## src/rtl/bsc_pkg.sv

```systemverilog
package bsc_pkg;

    typedef enum logic [1:0] {
        BSM_FUNC   = 2'd0,
        BSM_SAMPLE = 2'd1,
        BSM_EXTEST = 2'd2
    } bsc_mode_e;

    localparam int unsigned CODE_EXTEST = 0;
    localparam int unsigned CODE_SAMPLE = 2;

    function automatic int unsigned chain_len(input int unsigned n_in,
                                              input int unsigned n_out,
                                              input int unsigned n_tri,
                                              input int unsigned n_bd);
        return n_in + n_out + 2 * n_tri + 3 * n_bd;
    endfunction

endpackage

```

## src/rtl/bsc_mode_reg.sv

```systemverilog
module bsc_mode_reg
    import bsc_pkg::*;
#(
    parameter int unsigned IR_W = 4
) (
    input  logic            clk,
    input  logic            rst_n,
    input  logic            tlr,
    input  logic            ir_update,
    input  logic [IR_W-1:0] ir_code,
    output logic            sel,
    output logic            ext
);

    typedef struct packed {
        bsc_mode_e mode;
    } mode_st_t;

    mode_st_t st_d, st_q;

    always_comb begin
        st_d = st_q;
        if (tlr) begin
            st_d.mode = BSM_FUNC;
        end else if (ir_update) begin
            if (ir_code == IR_W'(CODE_EXTEST))
                st_d.mode = BSM_EXTEST;
            else if (ir_code == IR_W'(CODE_SAMPLE))
                st_d.mode = BSM_SAMPLE;
            else
                st_d.mode = BSM_FUNC;
        end
    end

    always_ff @(posedge clk or negedge rst_n) begin
        if (!rst_n)
            st_q <= '{mode: BSM_FUNC};
        else
            st_q <= st_d;
    end

    assign sel = (st_q.mode != BSM_FUNC);
    assign ext = (st_q.mode == BSM_EXTEST);

endmodule

```

## src/rtl/bsc_shift_stage.sv

```systemverilog
module bsc_shift_stage #(
    parameter int unsigned LEN = 7
) (
    input  logic           clk,
    input  logic           rst_n,
    input  logic           sel,
    input  logic           capture_dr,
    input  logic           shift_dr,
    input  logic           tdi,
    input  logic [LEN-1:0] cap_vec,
    output logic [LEN-1:0] chain,
    output logic           tdo
);

    logic [LEN-1:0] chain_d, chain_q;

    always_comb begin
        chain_d = chain_q;
        if (sel && capture_dr)
            chain_d = cap_vec;
        else if (sel && shift_dr)
            chain_d = {tdi, chain_q[LEN-1:1]};
    end

    always_ff @(posedge clk or negedge rst_n) begin
        if (!rst_n)
            chain_q <= '0;
        else
            chain_q <= chain_d;
    end

    assign chain = chain_q;
    assign tdo   = chain_q[0];

endmodule

```

## src/rtl/bsc_update_stage.sv

```systemverilog
module bsc_update_stage #(
    parameter int unsigned LEN = 7
) (
    input  logic           clk,
    input  logic           rst_n,
    input  logic           sel,
    input  logic           capture_dr,
    input  logic           shift_dr,
    input  logic           update_dr,
    input  logic [LEN-1:0] chain,
    output logic [LEN-1:0] upd
);

    logic [LEN-1:0] upd_d, upd_q;
    logic           take;

    always_comb begin
        take  = sel && update_dr && !capture_dr && !shift_dr;
        upd_d = take ? chain : upd_q;
    end

    always_ff @(posedge clk or negedge rst_n) begin
        if (!rst_n)
            upd_q <= '0;
        else
            upd_q <= upd_d;
    end

    assign upd = upd_q;

endmodule

```

## src/rtl/bsc_pad_map.sv

```systemverilog
module bsc_pad_map #(
    parameter int unsigned N_IN    = 1,
    parameter int unsigned N_OUT   = 1,
    parameter int unsigned N_TRI   = 1,
    parameter int unsigned N_BIDIR = 1,
    parameter int unsigned LEN     = 7
) (
    input  logic               ext,
    input  logic [LEN-1:0]     upd,
    output logic [LEN-1:0]     cap_vec,
    input  logic [N_IN-1:0]    in_pad_i,
    output logic [N_IN-1:0]    in_core_i,
    input  logic [N_OUT-1:0]   out_core_o,
    output logic [N_OUT-1:0]   out_pad_o,
    input  logic [N_TRI-1:0]   tri_core_o,
    input  logic [N_TRI-1:0]   tri_core_oe,
    output logic [N_TRI-1:0]   tri_pad_o,
    output logic [N_TRI-1:0]   tri_pad_oe,
    input  logic [N_BIDIR-1:0] bd_pad_i,
    output logic [N_BIDIR-1:0] bd_core_i,
    input  logic [N_BIDIR-1:0] bd_core_o,
    input  logic [N_BIDIR-1:0] bd_core_oe,
    output logic [N_BIDIR-1:0] bd_pad_o,
    output logic [N_BIDIR-1:0] bd_pad_oe
);

    localparam int unsigned BASE_OUT = N_IN;
    localparam int unsigned BASE_TRI = BASE_OUT + N_OUT;
    localparam int unsigned BASE_BD  = BASE_TRI + 2 * N_TRI;

    for (genvar g = 0; g < N_IN; g++) begin : g_in
        assign cap_vec[g]   = in_pad_i[g];
        assign in_core_i[g] = ext ? upd[g] : in_pad_i[g];
    end

    for (genvar g = 0; g < N_OUT; g++) begin : g_out
        assign cap_vec[BASE_OUT+g] = out_core_o[g];
        assign out_pad_o[g]        = ext ? upd[BASE_OUT+g] : out_core_o[g];
    end

    for (genvar g = 0; g < N_TRI; g++) begin : g_tri
        localparam int unsigned C = BASE_TRI + 2 * g;
        assign cap_vec[C]     = tri_core_o[g];
        assign cap_vec[C+1]   = tri_core_oe[g];
        assign tri_pad_o[g]   = ext ? upd[C]   : tri_core_o[g];
        assign tri_pad_oe[g]  = ext ? upd[C+1] : tri_core_oe[g];
    end

    for (genvar g = 0; g < N_BIDIR; g++) begin : g_bd
        localparam int unsigned C = BASE_BD + 3 * g;
        assign cap_vec[C]    = bd_pad_i[g];
        assign cap_vec[C+1]  = bd_core_o[g];
        assign cap_vec[C+2]  = bd_core_oe[g];
        assign bd_core_i[g]  = ext ? upd[C]   : bd_pad_i[g];
        assign bd_pad_o[g]   = ext ? upd[C+1] : bd_core_o[g];
        assign bd_pad_oe[g]  = ext ? upd[C+2] : bd_core_oe[g];
    end

endmodule

```

## src/rtl/bsc_chain.sv

```systemverilog
module bsc_chain
    import bsc_pkg::*;
#(
    parameter int unsigned IR_W    = 4,
    parameter int unsigned N_IN    = 1,
    parameter int unsigned N_OUT   = 1,
    parameter int unsigned N_TRI   = 1,
    parameter int unsigned N_BIDIR = 1
) (
    input  logic               clk,
    input  logic               rst_n,
    input  logic               tlr,
    input  logic               ir_update,
    input  logic [IR_W-1:0]    ir_code,
    input  logic               capture_dr,
    input  logic               shift_dr,
    input  logic               update_dr,
    input  logic               tdi,
    output logic               tdo,
    input  logic [N_IN-1:0]    in_pad_i,
    output logic [N_IN-1:0]    in_core_i,
    input  logic [N_OUT-1:0]   out_core_o,
    output logic [N_OUT-1:0]   out_pad_o,
    input  logic [N_TRI-1:0]   tri_core_o,
    input  logic [N_TRI-1:0]   tri_core_oe,
    output logic [N_TRI-1:0]   tri_pad_o,
    output logic [N_TRI-1:0]   tri_pad_oe,
    input  logic [N_BIDIR-1:0] bd_pad_i,
    output logic [N_BIDIR-1:0] bd_core_i,
    input  logic [N_BIDIR-1:0] bd_core_o,
    input  logic [N_BIDIR-1:0] bd_core_oe,
    output logic [N_BIDIR-1:0] bd_pad_o,
    output logic [N_BIDIR-1:0] bd_pad_oe
);

    localparam int unsigned CHAIN_LEN = chain_len(N_IN, N_OUT, N_TRI, N_BIDIR);

    logic                 sel;
    logic                 ext;
    logic [CHAIN_LEN-1:0] cap_vec;
    logic [CHAIN_LEN-1:0] chain_q;
    logic [CHAIN_LEN-1:0] upd_q;

    bsc_mode_reg #(.IR_W(IR_W)) u_mode (
        .clk       (clk),
        .rst_n     (rst_n),
        .tlr       (tlr),
        .ir_update (ir_update),
        .ir_code   (ir_code),
        .sel       (sel),
        .ext       (ext)
    );

    bsc_shift_stage #(.LEN(CHAIN_LEN)) u_shift (
        .clk        (clk),
        .rst_n      (rst_n),
        .sel        (sel),
        .capture_dr (capture_dr),
        .shift_dr   (shift_dr),
        .tdi        (tdi),
        .cap_vec    (cap_vec),
        .chain      (chain_q),
        .tdo        (tdo)
    );

    bsc_update_stage #(.LEN(CHAIN_LEN)) u_upd (
        .clk        (clk),
        .rst_n      (rst_n),
        .sel        (sel),
        .capture_dr (capture_dr),
        .shift_dr   (shift_dr),
        .update_dr  (update_dr),
        .chain      (chain_q),
        .upd        (upd_q)
    );

    bsc_pad_map #(
        .N_IN(N_IN), .N_OUT(N_OUT), .N_TRI(N_TRI), .N_BIDIR(N_BIDIR), .LEN(CHAIN_LEN)
    ) u_map (
        .ext         (ext),
        .upd         (upd_q),
        .cap_vec     (cap_vec),
        .in_pad_i    (in_pad_i),
        .in_core_i   (in_core_i),
        .out_core_o  (out_core_o),
        .out_pad_o   (out_pad_o),
        .tri_core_o  (tri_core_o),
        .tri_core_oe (tri_core_oe),
        .tri_pad_o   (tri_pad_o),
        .tri_pad_oe  (tri_pad_oe),
        .bd_pad_i    (bd_pad_i),
        .bd_core_i   (bd_core_i),
        .bd_core_o   (bd_core_o),
        .bd_core_oe  (bd_core_oe),
        .bd_pad_o    (bd_pad_o),
        .bd_pad_oe   (bd_pad_oe)
    );

endmodule

```

## config.mk

```make
export PLATFORM = sky130hd
export DESIGN_NAME = bsc_chain
export DESIGN_NICKNAME = d
export VERILOG_FILES = /design/src/rtl/bsc_pkg.sv /design/src/rtl/bsc_mode_reg.sv /design/src/rtl/bsc_shift_stage.sv /design/src/rtl/bsc_update_stage.sv /design/src/rtl/bsc_pad_map.sv /design/src/rtl/bsc_chain.sv
export SDC_FILE = /design/constraint.sdc
export NUM_CORES = 1
export LEC_CHECK = 0
export CAP_MARGIN = 20
export CORE_ASPECT_RATIO = 0.75
export CORE_MARGIN = 3
export CORE_UTILIZATION = 51
export DETAILED_ROUTE_END_ITERATION = 10
export PLACE_DENSITY = 0.83
export SKIP_LAST_GASP = 1
export SYNTH_ARGS = -nofsm -noshare
export SYNTH_HDL_FRONTEND = slang
export SYNTH_HIERARCHICAL = 1
export SYNTH_SLANG_ARGS = --single-unit
```

## constraint.sdc

```tcl
create_clock -name clk -period 3 [get_ports clk]
set_input_delay 0.3 -clock clk [delete_from_list [all_inputs] [get_ports clk]]
set_output_delay 0.3 -clock clk [all_outputs]
set_load 0.005 [all_outputs]
```

==> flow_summary_export.csv <==
group,metric,value,unit
run_status,outcome,"finished, final reports clean",
sta,slew_headroom,51.2,%
clocking,cts_setup_buffers,0,
clocking,cts.clk_slew.worst_paths,0.10,ns
clocking,cts_resized,0,
setup_path,slowest_delay,0.45,ns
clocking,insertion_delay,0.29,ns
job,maxCapViolCount,0,
floorplanning,die_area,2520,um^2
placement,placed_cells,119,
floorplanning,core_area,1790,um^2
clocking,htree_levels,1,
clocking,cts_buffer_depth,2,
sta,fin_crit_sh,69.9,%
global_routing,grt_pass1_vias,681,
floorplanning,die-width,57.0,um
placement,gp_congestion,0.830,
global_routing,met3_usage,6.41,%
clocking,tritoncts,"built",
setup_path,worst_setup_path_start_kind,"register",
finish,antenna_cells,0,
worst_hold_path,min_path_type,"input port to asynchronous set/reset pin",
sta,setup_viol,0,
drt,wl_per_cell,16.7,um
drt,num_vias,704,
setup_path,cp_data_required_time,2.70,ns
clocking,root_buffer,"clkbuf_4",
synthesis,ys_types,16,
power,p_per_area,400,nW/um^2
drt,detail_route.iter0.violations,10,
sta,worstMarginPinSlew,0.730,ns
synthesis,yosysSeqAreaShare,40.2,%
power,peakVddDrop,318,uV
sta,period_minus_slack,2.10,ns
finish,syn_to_final_growth,23.6,%
floorplanning,rows,13,
sta,grt_setup_unrepaired,"false",
placement,port_buffers,26,
sta,max_freq,477,MHz
sta,slew_violations,0,
synthesis,syn_nets,101,
setup_path,cp_cell_sequence,"nor2b_1 -> buf_4 -> mux2_4 -> clkdlybuf4s50_1",
drt,vias_per_cell,5.72,
power,p_leak,0.543,nW
drt,route.detailed.drc,0,
sta,hold_viol,0,
global_routing,grt-busiest-layer,"met2",
global_routing,use_met2,27.8,%
floorplanning,initial_core_util,55.7,%
clocking,cts_hold_buffers,0,
finish,instances_no_fill,123,
finish,drive_above_1_share,32.7,%
clocking,cts_buffers,3,
drt,postRouteAntennaNets,0,
setup_path,cp-end-kind,"output port",
finish,nets,121,
setup_path,critPathMaxFanout,7,
setup_path,path_class,"register to output port",
synthesis,ys_ff_latch,16,
global_routing,use_met1,23.0,%
sta,fin_worst_skew,0.000927,ns
global_routing,grt_max_degree,17,
drt,first_pass_iters,4,
synthesis,syn_area_per_cell,12.1,um^2
global_routing,antenna_found_initial,0,
synthesis,synth_warnings,6,
sta,setup_tns,0,ns
synthesis,synthesis.instances,82,
global_routing,grt_pass1_wl,3.31,mm
global_routing,overflow,0,
synthesis,syn_area,996,um^2
global_routing,grt_usage,17.7,%
setup_path,worstPathArrival,1.80,ns
setup_path,cpMaxStageDelayCell,"clkdlybuf4s50_1",
clocking,cts.sinks,16,
floorplanning,die_height,44.3,um
floorplanning,ioPinCount,27,
drt,totalWireLength,2.06,mm
## path summary, 6_finish.rpt
kind	from	to	slack, ns	cells after the start
min in group clk	u_upd/upd[5]	u_upd/upd[5]	0.53	1
max in group asynchronous	rst_n	u_upd/upd[1]	2.11	1
setup / recovery	u_mode/st_q[0]	out_pad_o	0.90	4
setup reg to reg	u_mode/st_q[1]	u_upd/upd[3]	1.32	3
hold / removal	rst_n	u_mode/st_q[0]	0.43	1
hold reg to reg	u_upd/upd[5]	u_upd/upd[5]	0.53	1
## cell families (layout without fill, tap and decap cells)
| family | count (synthesis) | after routing | share of synthesized area [%] |
|---|---|---|---|
| simple gates | 30 | 30 | 22.1 |
| flops | 16 | 16 | 40.2 |
| mux | 14 | 14 | 21.1 |
| buf+inv | 13 | 32 | 10.4 |
| compound gates | 9 | 9 | 6.16 |
## where the power goes
part	total, W	switching, W	leakage [nW]	internal, W
registers	0.000246	0.0000151	0.219	0.000231
logic	0.0000985	0.0000372	0.303	0.0000614
clock network	0.000148	0.0000738	0.0210	0.0000741
total	0.000492	0.000126	0.543	0.000366
## critical path, delay by kind of cell (launching register included)
family,cells,cell delay (ns)
flip-flops,1,0.41
AND/OR/NAND/NOR,1,0.12
multiplexers,1,0.31
buffers and inverters,2,0.65
## per-stage QoR
stage               cell area, um^2  setup slack, ns  hold WS, ns  total power, W  utilization [%]
global placement               1190             1.06        0.500        0.000345             66.8
detailed placement             1190             1.04        0.500        0.000349             66.8
CTS                            1230            0.882        0.454        0.000496             68.8
global route                   1230            0.805        0.487        0.000515             68.8
finish                         1230            0.902        0.429        0.000492             68.8
floorplan                       996             1.60      0.00441        0.000303                -
## area by class of cell
cell class	count	area, um^2
fillers	138	558
repair buffers	28	275
clock buffers	4	36.3
flip-flops and latches	16	400
well taps	22	27.5
multi-input cells	53	492
## synthesized netlist by cell type
master	n	area share (%)
nor3_1	13	6.5
buf_6	3	3.4
nand2_2	2	1.3
a22o_1	2	1.8
o22ai_1	7	4.4
nor2b_1	2	1.3
nor3_2	8	8.0
dfrtp_1	16	40
buf_4	8	6.0
or2_2	1	0.63
buf_2	2	1.0
mux2_4	14	21
nor2_1	1	0.38
nor4b_2	1	1.5
and4bb_1	1	1.3
nor4_2	1	1.3
## sequential cells by signal, indices dropped and copies added (netlist names)
name and flops:
u_shift/chain 7, u_upd/upd 7, u_mode/st_q 2
## cells in the final DEF (no fill, tap or decap)
master / count
and4bb_1: 1
nand2_2: 2
dfrtp_1: 16
o22ai_1: 7
a22o_1: 2
clkdlybuf4s50_1: 26
mux2_4: 14
nor4_2: 1
buf_4: 2
nor3_1: 13
nor2b_1: 2
clkbuf_4: 3
or2_2: 1
nor2_1: 1
clkbuf_8: 1
nor4b_2: 1
nor3_2: 8
## per-layer routing
layer | wire length [um] | share of wire [%]
met1 | 921 | 45
met2 | 995 | 48
met3 | 115 | 5.6
met4 | 25 | 1.2
met5 | 0 | 0
Note: power is estimated with default switching activity, not from simulation.
